[config.mk]
export PLATFORM = sky130hd
export DESIGN_NAME = usb_fifo_wr_master
export DESIGN_NICKNAME = d
export VERILOG_FILES = /design/src/rtl/ufw_pkg.sv /design/src/rtl/ufw_flag_sync.sv /design/src/rtl/ufw_pkt_count.sv /design/src/rtl/ufw_ctrl.sv /design/src/rtl/usb_fifo_wr_master.sv
export SDC_FILE = /design/constraint.sdc
export NUM_CORES = 1
export LEC_CHECK = 0
export BUFFER_PORTS_ARGS = -buffer_cell sky130_fd_sc_hd__buf_2
export CAP_MARGIN = 20
export CORE_MARGIN = 2
export CORE_UTILIZATION = 43
export DETAILED_ROUTE_END_ITERATION = 16
export PLACE_DENSITY_LB_ADDON = 0.12
export SKIP_CTS_REPAIR_TIMING = 1
export SLEW_MARGIN = 10
export SYNTH_ARGS = -nofsm -noshare
export SYNTH_HDL_FRONTEND = slang
export SYNTH_HIERARCHICAL = 1
export SYNTH_SLANG_ARGS = --single-unit
[constraint.sdc]
create_clock -name clk -period 1.7 [get_ports clk]
set_clock_uncertainty 0.05 [all_clocks]
set_input_delay 0.34 -clock clk [delete_from_list [all_inputs] [get_ports clk]]
set_output_delay 0.34 -clock clk [all_outputs]
set_load 0.01 [all_outputs]
[src/rtl/ufw_pkg.sv]
package ufw_pkg;
  typedef enum logic [2:0] {
    ST_IDLE   = 3'd0,
    ST_ADDR   = 3'd1,
    ST_CHECK  = 3'd2,
    ST_STROBE = 3'd3,
    ST_NEXT   = 3'd4,
    ST_COMMIT = 3'd5
  } wr_state_t;
endpackage

[src/rtl/ufw_flag_sync.sv]
module ufw_flag_sync #(
  parameter int   STAGES  = 2,
  parameter logic RST_VAL = 1'b1
) (
  input  logic clk,
  input  logic rst_n,
  input  logic d,
  output logic q
);
  logic [STAGES-1:0] stg;

  for (genvar g = 0; g < STAGES; g++) begin : g_stage
    if (g == 0) begin : g_first
      always_ff @(posedge clk or negedge rst_n) begin
        if (!rst_n) stg[g] <= RST_VAL;
        else        stg[g] <= d;
      end
    end else begin : g_chain
      always_ff @(posedge clk or negedge rst_n) begin
        if (!rst_n) stg[g] <= RST_VAL;
        else        stg[g] <= stg[g-1];
      end
    end
  end

  assign q = stg[STAGES-1];
endmodule

[src/rtl/ufw_pkt_count.sv]
module ufw_pkt_count #(
  parameter int PKT_WORDS = 256
) (
  input  logic clk,
  input  logic rst_n,
  input  logic word_done,
  input  logic clear,
  output logic partial
);
  localparam int CW = (PKT_WORDS > 2) ? $clog2(PKT_WORDS) : 1;
  localparam logic [CW-1:0] LAST = CW'(PKT_WORDS - 1);

  logic [CW-1:0] cnt_q, cnt_nx;
  logic          cnt_en;

  always_comb begin
    cnt_en = word_done || clear;
    if (clear)              cnt_nx = '0;
    else if (cnt_q == LAST) cnt_nx = '0;
    else                    cnt_nx = cnt_q + 1'b1;
  end

  always_ff @(posedge clk or negedge rst_n) begin
    if (!rst_n)      cnt_q <= '0;
    else if (cnt_en) cnt_q <= cnt_nx;
  end

  assign partial = (cnt_q != '0);


  cnt_range_chk: assert property (@(posedge clk) disable iff (!rst_n)
    cnt_q <= LAST);
endmodule

[src/rtl/ufw_ctrl.sv]
module ufw_ctrl
  import ufw_pkg::*;
#(
  parameter int               DATA_W      = 16,
  parameter int               ADDR_W      = 2,
  parameter logic [ADDR_W-1:0] EP_CODE    = 2'b10,
  parameter int               WR_CYC      = 2,
  parameter int               SYNC_STAGES = 2
) (
  input  logic              clk,
  input  logic              rst_n,
  input  logic              vsync,
  input  logic              s_valid,
  output logic              s_ready,
  input  logic [DATA_W-1:0] s_data,
  input  logic              s_last,
  input  logic              full_sync,
  input  logic              pkt_partial,
  output logic              word_done,
  output logic              pkt_clear,
  output logic [ADDR_W-1:0] ep_addr,
  output logic              cs_n,
  output logic              wr_n,
  output logic              oe_n,
  output logic              pktend_n,
  output logic [DATA_W-1:0] fd
);
  localparam int WCW = $clog2(WR_CYC + 1);
  localparam int SCW = $clog2(SYNC_STAGES + 1);
  localparam logic [WCW-1:0] W_END  = WCW'(WR_CYC - 1);
  localparam logic [SCW-1:0] SETTLE = SCW'(SYNC_STAGES);

  wr_state_t         state_q, state_nx;
  logic [WCW-1:0]    wcnt_q, wcnt_nx;
  logic [SCW-1:0]    settle_q, settle_nx;
  logic              armed_q, armed_nx;
  logic              last_q;
  logic [DATA_W-1:0] fd_q;
  logic [ADDR_W-1:0] ep_q;
  logic              cs_n_q, wr_n_q, pktend_n_q;
  logic              take, frame_end, ep_load;

  assign s_ready   = (state_q == ST_CHECK) && (settle_q == '0) && !full_sync;
  assign take      = s_ready && s_valid;
  assign word_done = (state_q == ST_STROBE) && (wcnt_q == W_END);
  assign pkt_clear = (state_q == ST_COMMIT);
  assign frame_end = pkt_clear || ((state_q == ST_NEXT) && last_q && !pkt_partial);
  assign ep_load   = (state_nx == ST_ADDR);

  always_comb begin
    state_nx  = state_q;
    wcnt_nx   = wcnt_q;
    settle_nx = settle_q;
    armed_nx  = vsync ? 1'b1 : (frame_end ? 1'b0 : armed_q);
    case (state_q)
      ST_IDLE:   if (armed_q && s_valid) state_nx = ST_ADDR;
      ST_ADDR: begin
        state_nx  = ST_CHECK;
        settle_nx = '0;
      end
      ST_CHECK: begin
        if (settle_q != '0) settle_nx = settle_q - 1'b1;
        else if (take) begin
          state_nx = ST_STROBE;
          wcnt_nx  = '0;
        end
      end
      ST_STROBE: begin
        if (wcnt_q == W_END) state_nx = ST_NEXT;
        else                 wcnt_nx  = wcnt_q + 1'b1;
      end
      ST_NEXT: begin
        if (last_q) state_nx = pkt_partial ? ST_COMMIT : ST_IDLE;
        else begin
          state_nx  = ST_CHECK;
          settle_nx = SETTLE;
        end
      end
      ST_COMMIT: state_nx = ST_IDLE;
      default:   state_nx = ST_IDLE;
    endcase
  end

  always_ff @(posedge clk or negedge rst_n) begin
    if (!rst_n) begin
      state_q    <= ST_IDLE;
      wcnt_q     <= '0;
      settle_q   <= '0;
      armed_q    <= 1'b0;
      cs_n_q     <= 1'b1;
      wr_n_q     <= 1'b1;
      pktend_n_q <= 1'b1;
    end else begin
      state_q    <= state_nx;
      wcnt_q     <= wcnt_nx;
      settle_q   <= settle_nx;
      armed_q    <= armed_nx;
      cs_n_q     <= (state_nx == ST_IDLE);
      wr_n_q     <= (state_nx != ST_STROBE);
      pktend_n_q <= (state_nx != ST_COMMIT);
    end
  end

  always_ff @(posedge clk or negedge rst_n) begin
    if (!rst_n) begin
      fd_q   <= '0;
      last_q <= 1'b0;
    end else if (take) begin
      fd_q   <= s_data;
      last_q <= s_last;
    end
  end

  always_ff @(posedge clk or negedge rst_n) begin
    if (!rst_n)       ep_q <= '0;
    else if (ep_load) ep_q <= EP_CODE;
  end

  assign ep_addr  = ep_q;
  assign cs_n     = cs_n_q;
  assign wr_n     = wr_n_q;
  assign oe_n     = 1'b1;
  assign pktend_n = pktend_n_q;
  assign fd       = fd_q;


  ready_armed_chk: assert property (@(posedge clk) disable iff (!rst_n)
    s_ready |-> armed_q);

  strobe_cs_chk: assert property (@(posedge clk) disable iff (!rst_n)
    !wr_n_q |-> !cs_n_q);

  strobe_width_chk: assert property (@(posedge clk) disable iff (!rst_n)
    $fell(wr_n_q) |=> !wr_n_q);

  data_hold_chk: assert property (@(posedge clk) disable iff (!rst_n)
    (!wr_n_q && $past(!wr_n_q)) |-> $stable(fd_q));

  data_after_chk: assert property (@(posedge clk) disable iff (!rst_n)
    $rose(wr_n_q) |-> $stable(fd_q));

  full_gate_chk: assert property (@(posedge clk) disable iff (!rst_n)
    $fell(wr_n_q) |-> !$past(full_sync));

  strobe_gap_chk: assert property (@(posedge clk) disable iff (!rst_n)
    $rose(wr_n_q) |-> ##1 wr_n_q ##1 wr_n_q);

  pktend_pulse_chk: assert property (@(posedge clk) disable iff (!rst_n)
    !pktend_n_q |-> (wr_n_q && !cs_n_q));

  pktend_single_chk: assert property (@(posedge clk) disable iff (!rst_n)
    !pktend_n_q |=> pktend_n_q);
endmodule

[src/rtl/usb_fifo_wr_master.sv]
module usb_fifo_wr_master #(
  parameter int               DATA_W      = 16,
  parameter int               ADDR_W      = 2,
  parameter logic [ADDR_W-1:0] EP_CODE    = 2'b10,
  parameter int               WR_CYC      = 2,
  parameter int               SYNC_STAGES = 2,
  parameter int               PKT_WORDS   = 256
) (
  input  logic              clk,
  input  logic              rst_n,
  input  logic              vsync,
  input  logic              s_valid,
  output logic              s_ready,
  input  logic [DATA_W-1:0] s_data,
  input  logic              s_last,
  input  logic              usb_full,
  output logic [ADDR_W-1:0] ep_addr,
  output logic              cs_n,
  output logic              wr_n,
  output logic              oe_n,
  output logic              pktend_n,
  output logic [DATA_W-1:0] fd
);
  logic rst_q;
  logic full_sync;
  logic pkt_partial, word_done, pkt_clear;

  ufw_flag_sync #(.STAGES(2), .RST_VAL(1'b0)) u_rst_sync (
    .clk(clk), .rst_n(rst_n), .d(1'b1), .q(rst_q)
  );

  ufw_flag_sync #(.STAGES(SYNC_STAGES), .RST_VAL(1'b1)) u_full_sync (
    .clk(clk), .rst_n(rst_q), .d(usb_full), .q(full_sync)
  );

  ufw_pkt_count #(.PKT_WORDS(PKT_WORDS)) u_pkt (
    .clk(clk), .rst_n(rst_q), .word_done(word_done),
    .clear(pkt_clear), .partial(pkt_partial)
  );

  ufw_ctrl #(
    .DATA_W(DATA_W), .ADDR_W(ADDR_W), .EP_CODE(EP_CODE),
    .WR_CYC(WR_CYC), .SYNC_STAGES(SYNC_STAGES)
  ) u_ctrl (
    .clk(clk), .rst_n(rst_q), .vsync(vsync),
    .s_valid(s_valid), .s_ready(s_ready), .s_data(s_data), .s_last(s_last),
    .full_sync(full_sync), .pkt_partial(pkt_partial),
    .word_done(word_done), .pkt_clear(pkt_clear),
    .ep_addr(ep_addr), .cs_n(cs_n), .wr_n(wr_n), .oe_n(oe_n),
    .pktend_n(pktend_n), .fd(fd)
  );


  oe_idle_chk: assert property (@(posedge clk) disable iff (!rst_q)
    !cs_n |-> oe_n);
endmodule

==> results of run 1 <==
registers in the layout (all words and copies together) (netlist names):
signal / cells
u_ctrl/wr_n: 1
u_full_sync/stg: 1
u_ctrl/last_q: 1
u_ctrl/ep_addr: 1
u_ctrl/cs_n: 1
u_ctrl/armed_q: 1
u_rst_sync/q: 1
u_ctrl/pktend_n: 1
u_rst_sync/stg: 1
u_pkt/cnt_q: 8
u_ctrl/fd: 16
u_ctrl/settle_q: 2
u_ctrl/wcnt_q: 2
u_full_sync/q: 1
u_ctrl/state_q: 3
cell usage after synthesis (2+ instances only):
cell type / n / area share [%]
dfrtp_1: 36 / 46
xor2_1: 2 / 0.90
inv_1: 7 / 1.4
nand2_1: 9 / 1.7
or4_1: 2 / 0.77
conb_1: 3 / 0.58
mux2_4: 11 / 8.5
a21oi_1: 8 / 2.1
o21ai_0: 3 / 0.77
buf_4: 2 / 0.77
nand4_1: 2 / 0.64
or3_1: 2 / 0.64
a31oi_1: 3 / 0.97
buf_6: 3 / 1.7
mux2_1: 6 / 3.5
nand3_1: 3 / 0.77
nor2_1: 6 / 1.2
mux2_2: 2 / 1.2
nor3_1: 4 / 1.0
and4_4: 2 / 1.2
dfstp_2: 5 / 6.8
ha_1: 4 / 2.6
inv_2: 2 / 0.39
o211ai_1: 3 / 1.2
area by class of cell:
type / instances / area, um^2 / share of cell area (%)
Sequential cell: 41 / 1030 / 39.4
Multi-Input combinational cell: 99 / 891 / 34.0
Timing Repair Buffer: 77 / 510 / 19.5
Clock buffer: 5 / 68.8 / 2.63
Tap cell: 52 / 65.1 / 2.48
Inverter: 9 / 33.8 / 1.29
Clock inverter: 3 / 17.5 / 0.669
logic make-up after synthesis:
| logic type | Yosys count |
|---|---|
| other cells | 3 |
| buf+inv | 18 |
| mux | 20 |
| flops | 41 |
| compound gates | 27 |
| simple gates | 43 |
| fa+ha+maj | 4 |
| xor+xnor | 2 |
worst max-delay path, delay by kind of cell, from the launching register on:
family | cells | cell delay [ps]
simple gates | 3 | 580
mux | 1 | 330
compound gates | 1 | 310
flops | 1 | 470
metal layers:
layer | track usage (%) | routed length, um
met1 | 22.4 | 1930
met5 | 0 | 0
met4 | 5.66 | 53
met2 | 29.7 | 2170
met3 | 4.36 | 159
metrics by stage:
stage | utilization [%] | cells
final | 60.1 | 286
after global routing | 60.1 | 286
after CTS | 57.1 | 280
after detailed placement | 55.1 | 272
after global placement | 55.1 | 272
after floorplan | - | 158
power breakdown:
part	leakage [uW]	internal, uW	switching, uW	total (uW)
clock	0.0000439	284	348	632
combinational	0.000703	1010	781	1790
sequential	0.000486	1310	211	1520
total	0.00123	2600	1340	3940
path summary, 6_finish.rpt:
check / startpoint / end / slack [ps] / cells past startpoint
setup / recovery: u_pkt/cnt_q[7]$_DFFE_PN0P_ / u_ctrl/wcnt_q[0]$_DFFE_PN0P_ / -140 / 5
hold / removal: usb_full / u_full_sync/stg[0]$_DFF_PN1_ / 100 / 1
setup reg to reg: u_pkt/cnt_q[7]$_DFFE_PN0P_ / u_ctrl/wcnt_q[0]$_DFFE_PN0P_ / -140 / 5
hold reg to reg: u_rst_sync/q$_DFF_PN0_ / u_pkt/cnt_q[6]$_DFFE_PN0P_ / 230 / 1
max in group asynchronous: u_rst_sync/q$_DFF_PN0_ / u_full_sync/stg[0]$_DFF_PN1_ / 990 / 1
min in group asynchronous: u_rst_sync/q$_DFF_PN0_ / u_pkt/cnt_q[6]$_DFFE_PN0P_ / 230 / 1
==> run metrics, run 1 <==
Power Total 3940 uW; H-tree depth 2; Pre-antenna DRT Iters 4; f_max roughly 0.54 GHz; ANT nets after route 0; Post-Synth Simple-Gate Area 13.3%; Post-Synth XOR/XNOR Area less than 1%; IO buf count between 40 and 50; setup violators final 4; ys flop type dfrtp_1; largest net degree at the start of global routing 40; initial DRC count 45; Post-synth EDFFs 0; layout cells sized above 1 between 50% and 60%; Compound-Gate Fraction of Synth Area under 10%; clk sinks 41; CTS Buffer Depth 2; # IOs 45; LEAKAGE roughly 0.0012 uW; nature of the critical path endpoint flip-flop; critical path class flip-flop to flip-flop; antenna diode instance count 0; clock-pin transition on the worst setup and hold timing paths 90 ps; main combinational cell family by area after synthesis multiplexers; Starting Density ~45%; maxcap violations 0; chip width between 70 and 80 um; vias in the first global route approximately 1500; layout filler cell count about 370; hold_ws slightly below 100 ps; CTS root buf clkbuf_8; status finished, violations left; CTS Buf Count 5; Slew Viols, Final 0; Post-Synthesis Cells 158; gr ovfl total 0; final critical-path share of the clock period 108%; dpl hpwl roughly 3000 um; post-place setup slack -136 ps; Seq cells post-synth 41; Hold WC Path Type primary input to flip-flop; Final nets 259; Synth cell types 52; synth-to-layout area growth 34.7%; worst vdd ir 1010 uV; Fin Setup TNS -330 ps; Die H 71.2 um; wire per inst 15.1 um; critical path required time approximately 1800 ps; Total GRT Usage between 15 and 20%; Avg Synthesized Cell Area 12.3 um^2; most frequent cells in the layout 41 x buf_2, 36 x dfrtp_1, 31 x buf_4; Worst Setup Start Kind flip-flop; initial antenna violation count 0; final hold violation count 0; unrepaired setup endpoints after global routing true; final wirelength approximately 4300 um; Placed Instance Area 0.00240 mm^2; mux cell area share after synthesis between 10% and 20%; master of the slowest instance on the critical path dfrtp_1; commonest non-fill, non-tap cell in the layout buf_2; DR vias/cell around 5.1; Post-Syn Area 0.00194 mm^2; asr flop ratio synth 100%; CP peak stage delay roughly 470 ps; DRC Markers 0; die area around 0.0051 mm^2; CP Data Arrival Time a little under 2000 ps; final RePlAce weighted congestion 0.796; area of the core 0.00435 mm^2; design area around 0.0026 mm^2; first-pass GRT wire length between 6000 and 7000 um; Via Count between 1000 and 1500; post-synthesis adder-cell area fraction 2.57%; row count 24; Final WS setup -141 ps; Net Count, Synth approximately 180; CP Max Fanout 5; Syn. warnings 6; fin crit period around 1800 ps; failing checks setup timing; Worst-Skew Late Latency 300 ps; CTS tree built; post-synthesis sequential area ratio 53.1%; crit path cell chain nor4b_4 > nand2_1 > and4_4 > o31ai_4 > mux2_4; Power Density 1500 mW/mm^2
Note: power is estimated with default switching activity, not from simulation.
==> run 2, diff against run 1 <==
- RECOVER_POWER: unset -> 25
==> run metrics, run 2 (synthesized netlist as in run 1, its figures left out) <==
DR vias/cell 5.07 (unchanged); CP Data Arrival Time 1980 ps (about the same); fin crit period 1840 ps (unchanged); Pre-antenna DRT Iters 4 (unchanged); met2 usage 29.7% (unchanged); initial DRC count 45 (unchanged); setup slack, reg-to-reg -140 ps (about the same); hold_ws 98.7 ps (was 98.6 ps); worst hold path stage count 1 (unchanged); CP Max Fanout 5 (unchanged); row count 24 (unchanged); Final WS setup -141 ps (unchanged); area of the core 0.00435 mm^2 (unchanged); unrepaired setup endpoints after global routing true (unchanged); critical path class flip-flop to flip-flop (unchanged); Final nets 259 (unchanged); final hold violation count 0 (unchanged); worst vdd ir 1010 uV (about the same); chip width 71.2 um (unchanged); # IOs 45 (unchanged); Die H 71.2 um (unchanged); wire per inst 15.1 um (about the same); antenna diode instance count 0 (unchanged); Slew Viols, Final 0 (unchanged); clock-pin transition on the worst setup and hold timing paths 90 ps (about the same); Worst Setup Start Kind flip-flop (unchanged); most frequent cells in the layout 40 x buf_2, 36 x dfrtp_1, 30 x buf_4 (was 41 x buf_2, 36 x dfrtp_1, 31 x buf_4); worst reg-to-reg path cell count 5 (unchanged); vias in the first global route 1494 (unchanged); Worst-Skew Late Latency 300 ps (about the same); Hold Path End u_full_sync/stg[0]$_DFF_PN1_ (unchanged); layout filler cell count 367 (was 365); Total GRT Usage 17.6% (unchanged); maxcap violations 0 (unchanged); H-tree depth 2 (unchanged); RR Startpoint u_pkt/cnt_q[7]$_DFFE_PN0P_ (unchanged); setup violators final 4 (unchanged); post-place setup slack -136 ps (unchanged); gr ovfl total 0 (unchanged); critical path required time 1840 ps (about the same); first-pass GRT wire length 6940 um (unchanged); synth-to-layout area growth 34.5% (was 34.7%); IO buf count 42 (unchanged); failing checks setup timing (unchanged); largest net degree at the start of global routing 40 (unchanged); min-delay src usb_full (unchanged); commonest non-fill, non-tap cell in the layout buf_2 (unchanged); Starting Density 44.7% (unchanged); CTS Buf Count 5 (unchanged); f_max 0.543 GHz (unchanged); Hold WC Path Type primary input to flip-flop (unchanged); clk sinks 41 (unchanged); Power Density 1510 mW/mm^2 (was 1500 mW/mm^2); final critical-path share of the clock period 108% (unchanged); die area 0.00508 mm^2 (unchanged); Crit Reg-Reg Endpoint u_ctrl/wcnt_q[0]$_DFFE_PN0P_ (unchanged); CTS Buffer Depth 2 (unchanged); Power Total 3940 uW (about the same); final RePlAce weighted congestion 0.796 (unchanged); status finished, violations left (unchanged); layout cells sized above 1 53.4% (was 53.8%); initial antenna violation count 0 (unchanged); CTS tree built (unchanged); grt peak-use layer met2 (unchanged); Worst slew margin between 30% and 40%; met3 Resource Use GR 4.36% (unchanged); met1 Use GR 22.4% (unchanged); LEAKAGE 0.00123 uW (about the same); nature of the critical path endpoint flip-flop (unchanged); final wirelength 4310 um (about the same); ANT nets after route 0 (unchanged); CTS root buf clkbuf_8 (unchanged); Tightest Pin Transition around 950 ps; Via Count 1451 (unchanged); dpl hpwl 3050 um (unchanged); DRC Markers 0 (unchanged); max reg flops 16 (unchanged)
[run 2: metrics by stage]
step	TNS, ps	std cells	cell area [um^2]	util [%]
global placement	-250	272	2400	55.1
CTS	-747	280	2490	57.1
floorplan	-150	158	1970	-
global route	-748	286	2620	60.1
finish	-330	286	2620	60.1
detailed placement	-612	272	2400	55.1
[run 2: critical path, stage by stage, from the launching register on]
cell and delay [ps]:
dfrtp_1 470, nor4b_4 290, nand2_1 110, and4_4 180, o31ai_4 310, mux2_4 330
[run 2: worst max-delay path by stage]
stage	end	startpoint	slack (ps)
3_3_place_gp	u_ctrl/wcnt_q[1]$_DFFE_PN0P_	u_pkt/cnt_q[0]$_DFFE_PN0P_	-90
2_1_floorplan	u_ctrl/wcnt_q[0]$_DFFE_PN0P_	u_pkt/cnt_q[0]$_DFFE_PN0P_	-70
5_1_grt	u_ctrl/wcnt_q[0]$_DFFE_PN0P_	u_pkt/cnt_q[0]$_DFFE_PN0P_	-200
3_5_place_dp	u_ctrl/wcnt_q[0]$_DFFE_PN0P_	u_pkt/cnt_q[0]$_DFFE_PN0P_	-140
6_report	u_ctrl/wcnt_q[0]$_DFFE_PN0P_	u_pkt/cnt_q[7]$_DFFE_PN0P_	-140
4_1_cts	u_ctrl/wcnt_q[0]$_DFFE_PN0P_	u_pkt/cnt_q[0]$_DFFE_PN0P_	-140
[run 2: cell type report]
class / instances / area (um^2) / area share, %
Multi-Input combinational cell: 99 / 891 / 34.1
Inverter: 9 / 33.8 / 1.29
Clock inverter: 3 / 17.5 / 0.670
Tap cell: 52 / 65.1 / 2.49
Timing Repair Buffer: 77 / 507 / 19.4
Clock buffer: 5 / 68.8 / 2.63
Sequential cell: 41 / 1030 / 39.5
[run 2: metal layers]
layer / wire length, um / share of wire [%]
met3: 159 / 3.7
met1: 1930 / 45
met5: 0 / 0
met4: 53 / 1.2
met2: 2170 / 50
[run 2: report_power, final]
part | internal, uW | total [uW] | switching (uW)
registers | 1310 | 1520 | 211
logic | 1000 | 1790 | 781
clock network | 284 | 632 | 348
total | 2600 | 3940 | 1340
==> run 3, diff against run 2 <==
==> constraint.sdc (replaced) <==
create_clock -name clk -period 1.7 [get_ports clk]
set_clock_uncertainty 0.05 [all_clocks]
set_input_delay 0.085 -clock clk [delete_from_list [all_inputs] [get_ports clk]]
set_output_delay 0.085 -clock clk [all_outputs]
set_load 0.01 [all_outputs]
==> run metrics, run 3 (synthesized netlist as in run 1, its figures left out) <==
status finished, violations left (unchanged); failing checks setup timing (unchanged); layout filler cell count 339 (was 367); Worst-Skew Late Latency 300 ps (about the same); row count 24 (unchanged); vias in the first global route 1494 (unchanged); maxcap violations 0 (unchanged); nature of the critical path endpoint flip-flop (unchanged); ANT nets after route 0 (unchanged); Crit Reg-Reg Endpoint u_ctrl/wcnt_q[0]$_DFFE_PN0P_ (unchanged); Final WS setup -143 ps (was -141 ps); setup slack, reg-to-reg -140 ps (about the same); Final nets 279 (was 259); initial DRC count 88 (was 45); Tightest Pin Transition 957 ps (was 945 ps); die area 0.00508 mm^2 (unchanged); CTS tree built (unchanged); CTS root buf clkbuf_8 (unchanged); Die H 71.2 um (unchanged); DRC Markers 0 (unchanged); area of the core 0.00435 mm^2 (unchanged); max reg flops 16 (unchanged); synth-to-layout area growth 46.0% (was 34.5%); H-tree depth 2 (unchanged); IO buf count 42 (unchanged); placed insts 272 (unchanged); wire per inst 15.3 um (was 15.1 um); antenna diode instance count 0 (unchanged); Pre-antenna DRT Iters 4 (unchanged); CP Data Arrival Time 1980 ps (about the same); worst reg-to-reg path cell count 5 (unchanged); clk sinks 41 (unchanged); Worst slew margin 36.2% (was 37.0%); critical path required time 1840 ps (about the same); commonest non-fill, non-tap cell in the layout buf_2 (unchanged); RR Startpoint u_pkt/cnt_q[7]$_DFFE_PN0P_ (unchanged); Fin Setup TNS -343 ps (was -330 ps); fin crit period 1840 ps (about the same); LEAKAGE 0.00134 uW (was 0.00123 uW); most frequent cells in the layout 41 x buf_2, 36 x dfrtp_1, 30 x buf_4 (was 40 x buf_2, 36 x dfrtp_1, 30 x buf_4); CTS Buf Count 5 (unchanged); # IOs 45 (unchanged); final critical-path share of the clock period 108% (about the same); worst vdd ir 905 uV (was 1010 uV); f_max 0.542 GHz (was 0.543 GHz); gr ovfl total 0 (unchanged); CP Max Fanout 5 (unchanged); final wirelength 4690 um (was 4310 um); Via Count 1531 (was 1451); Worst Setup Start Kind flip-flop (unchanged); clock-pin transition on the worst setup and hold timing paths 90 ps (about the same); Power Density 1420 mW/mm^2 (was 1510 mW/mm^2); critical path class flip-flop to flip-flop (unchanged); Hold WC Path Type primary input to asynchronous set/reset pin (was primary input to flip-flop); dpl hpwl 3050 um (unchanged); unrepaired setup endpoints after global routing true (unchanged); Starting Density 44.7% (unchanged); layout cells sized above 1 51.6% (was 53.4%); Power Total 4040 uW (was 3940 uW); Slew Viols, Final 0 (unchanged); DR vias/cell 5.00 (was 5.07); fin cells 306 (was 286); Final Core Density 65.2% (was 60.1%); setup violators final 4 (unchanged); final RePlAce weighted congestion 0.796 (unchanged); final hold violation count 0 (unchanged); initial antenna violation count 0 (unchanged); CTS Buffer Depth 2 (unchanged); chip width 71.2 um (unchanged); Total GRT Usage 17.6% (unchanged); largest net degree at the start of global routing 40 (unchanged); first-pass GRT wire length 6940 um (unchanged)
## run 3: cell count changes in the layout (fill, tap and decap cells not counted), sizes merged
cell         before  now
clkbuf            7    8
dlygate4sd3       1   20
## run 3: worst max path at each step
stage | startpoint | slack [ps] | end | cells past startpoint
2_1_floorplan | u_pkt/cnt_q[0]$_DFFE_PN0P_ | -70 | u_ctrl/wcnt_q[0]$_DFFE_PN0P_ | 7
3_3_place_gp | u_pkt/cnt_q[0]$_DFFE_PN0P_ | -90 | u_ctrl/wcnt_q[1]$_DFFE_PN0P_ | 7
3_5_place_dp | u_pkt/cnt_q[0]$_DFFE_PN0P_ | -140 | u_ctrl/wcnt_q[0]$_DFFE_PN0P_ | 7
4_1_cts | u_pkt/cnt_q[0]$_DFFE_PN0P_ | -140 | u_ctrl/wcnt_q[0]$_DFFE_PN0P_ | 7
5_1_grt | u_pkt/cnt_q[0]$_DFFE_PN0P_ | -200 | u_ctrl/wcnt_q[0]$_DFFE_PN0P_ | 7
6_report | u_pkt/cnt_q[7]$_DFFE_PN0P_ | -140 | u_ctrl/wcnt_q[0]$_DFFE_PN0P_ | 5
## run 3: power breakdown
group	internal (uW)	switching, uW	total (uW)
combinational	1090	787	1870
sequential	1310	222	1530
clock	284	356	640
total	2680	1360	4040
## run 3: critical path, cell delays in order, from the launching register on
cell,delay (ps)
dfrtp_1,470
nor4b_4,290
nand2_1,110
and4_4,180
o31ai_4,310
mux2_4,330
## run 3: layout make-up
type | instances | area (um^2) | area share, %
Multi-Input combinational cell | 99 | 906 | 31.9
Clock buffer | 5 | 68.8 | 2.42
Tap cell | 52 | 65.1 | 2.29
Clock inverter | 3 | 17.5 | 0.617
Timing Repair Buffer | 97 | 716 | 25.2
Inverter | 9 | 33.8 | 1.19
Sequential cell | 41 | 1030 | 36.4
## run 3: metrics by stage
| stage | area (um^2) | hold slack, ps | setup WS, ps |
|---|---|---|---|
| after floorplan | 1970 | -261 | -74.9 |
| after global placement | 2400 | -179 | -94.9 |
| after detailed placement | 2400 | -176 | -136 |
| after CTS | 2490 | -496 | -141 |
| after global routing | 2840 | 52.2 | -199 |
| final | 2840 | 55.8 | -143 |
## run 3: routing by layer
layer	up-vias	part of all wire [%]	global-route usage [%]
met5	-	0	0
met4	0	1.2	5.66
met3	5	3.5	4.36
met2	44	51	29.7
met1	737	44	22.4
li1	745	-	-
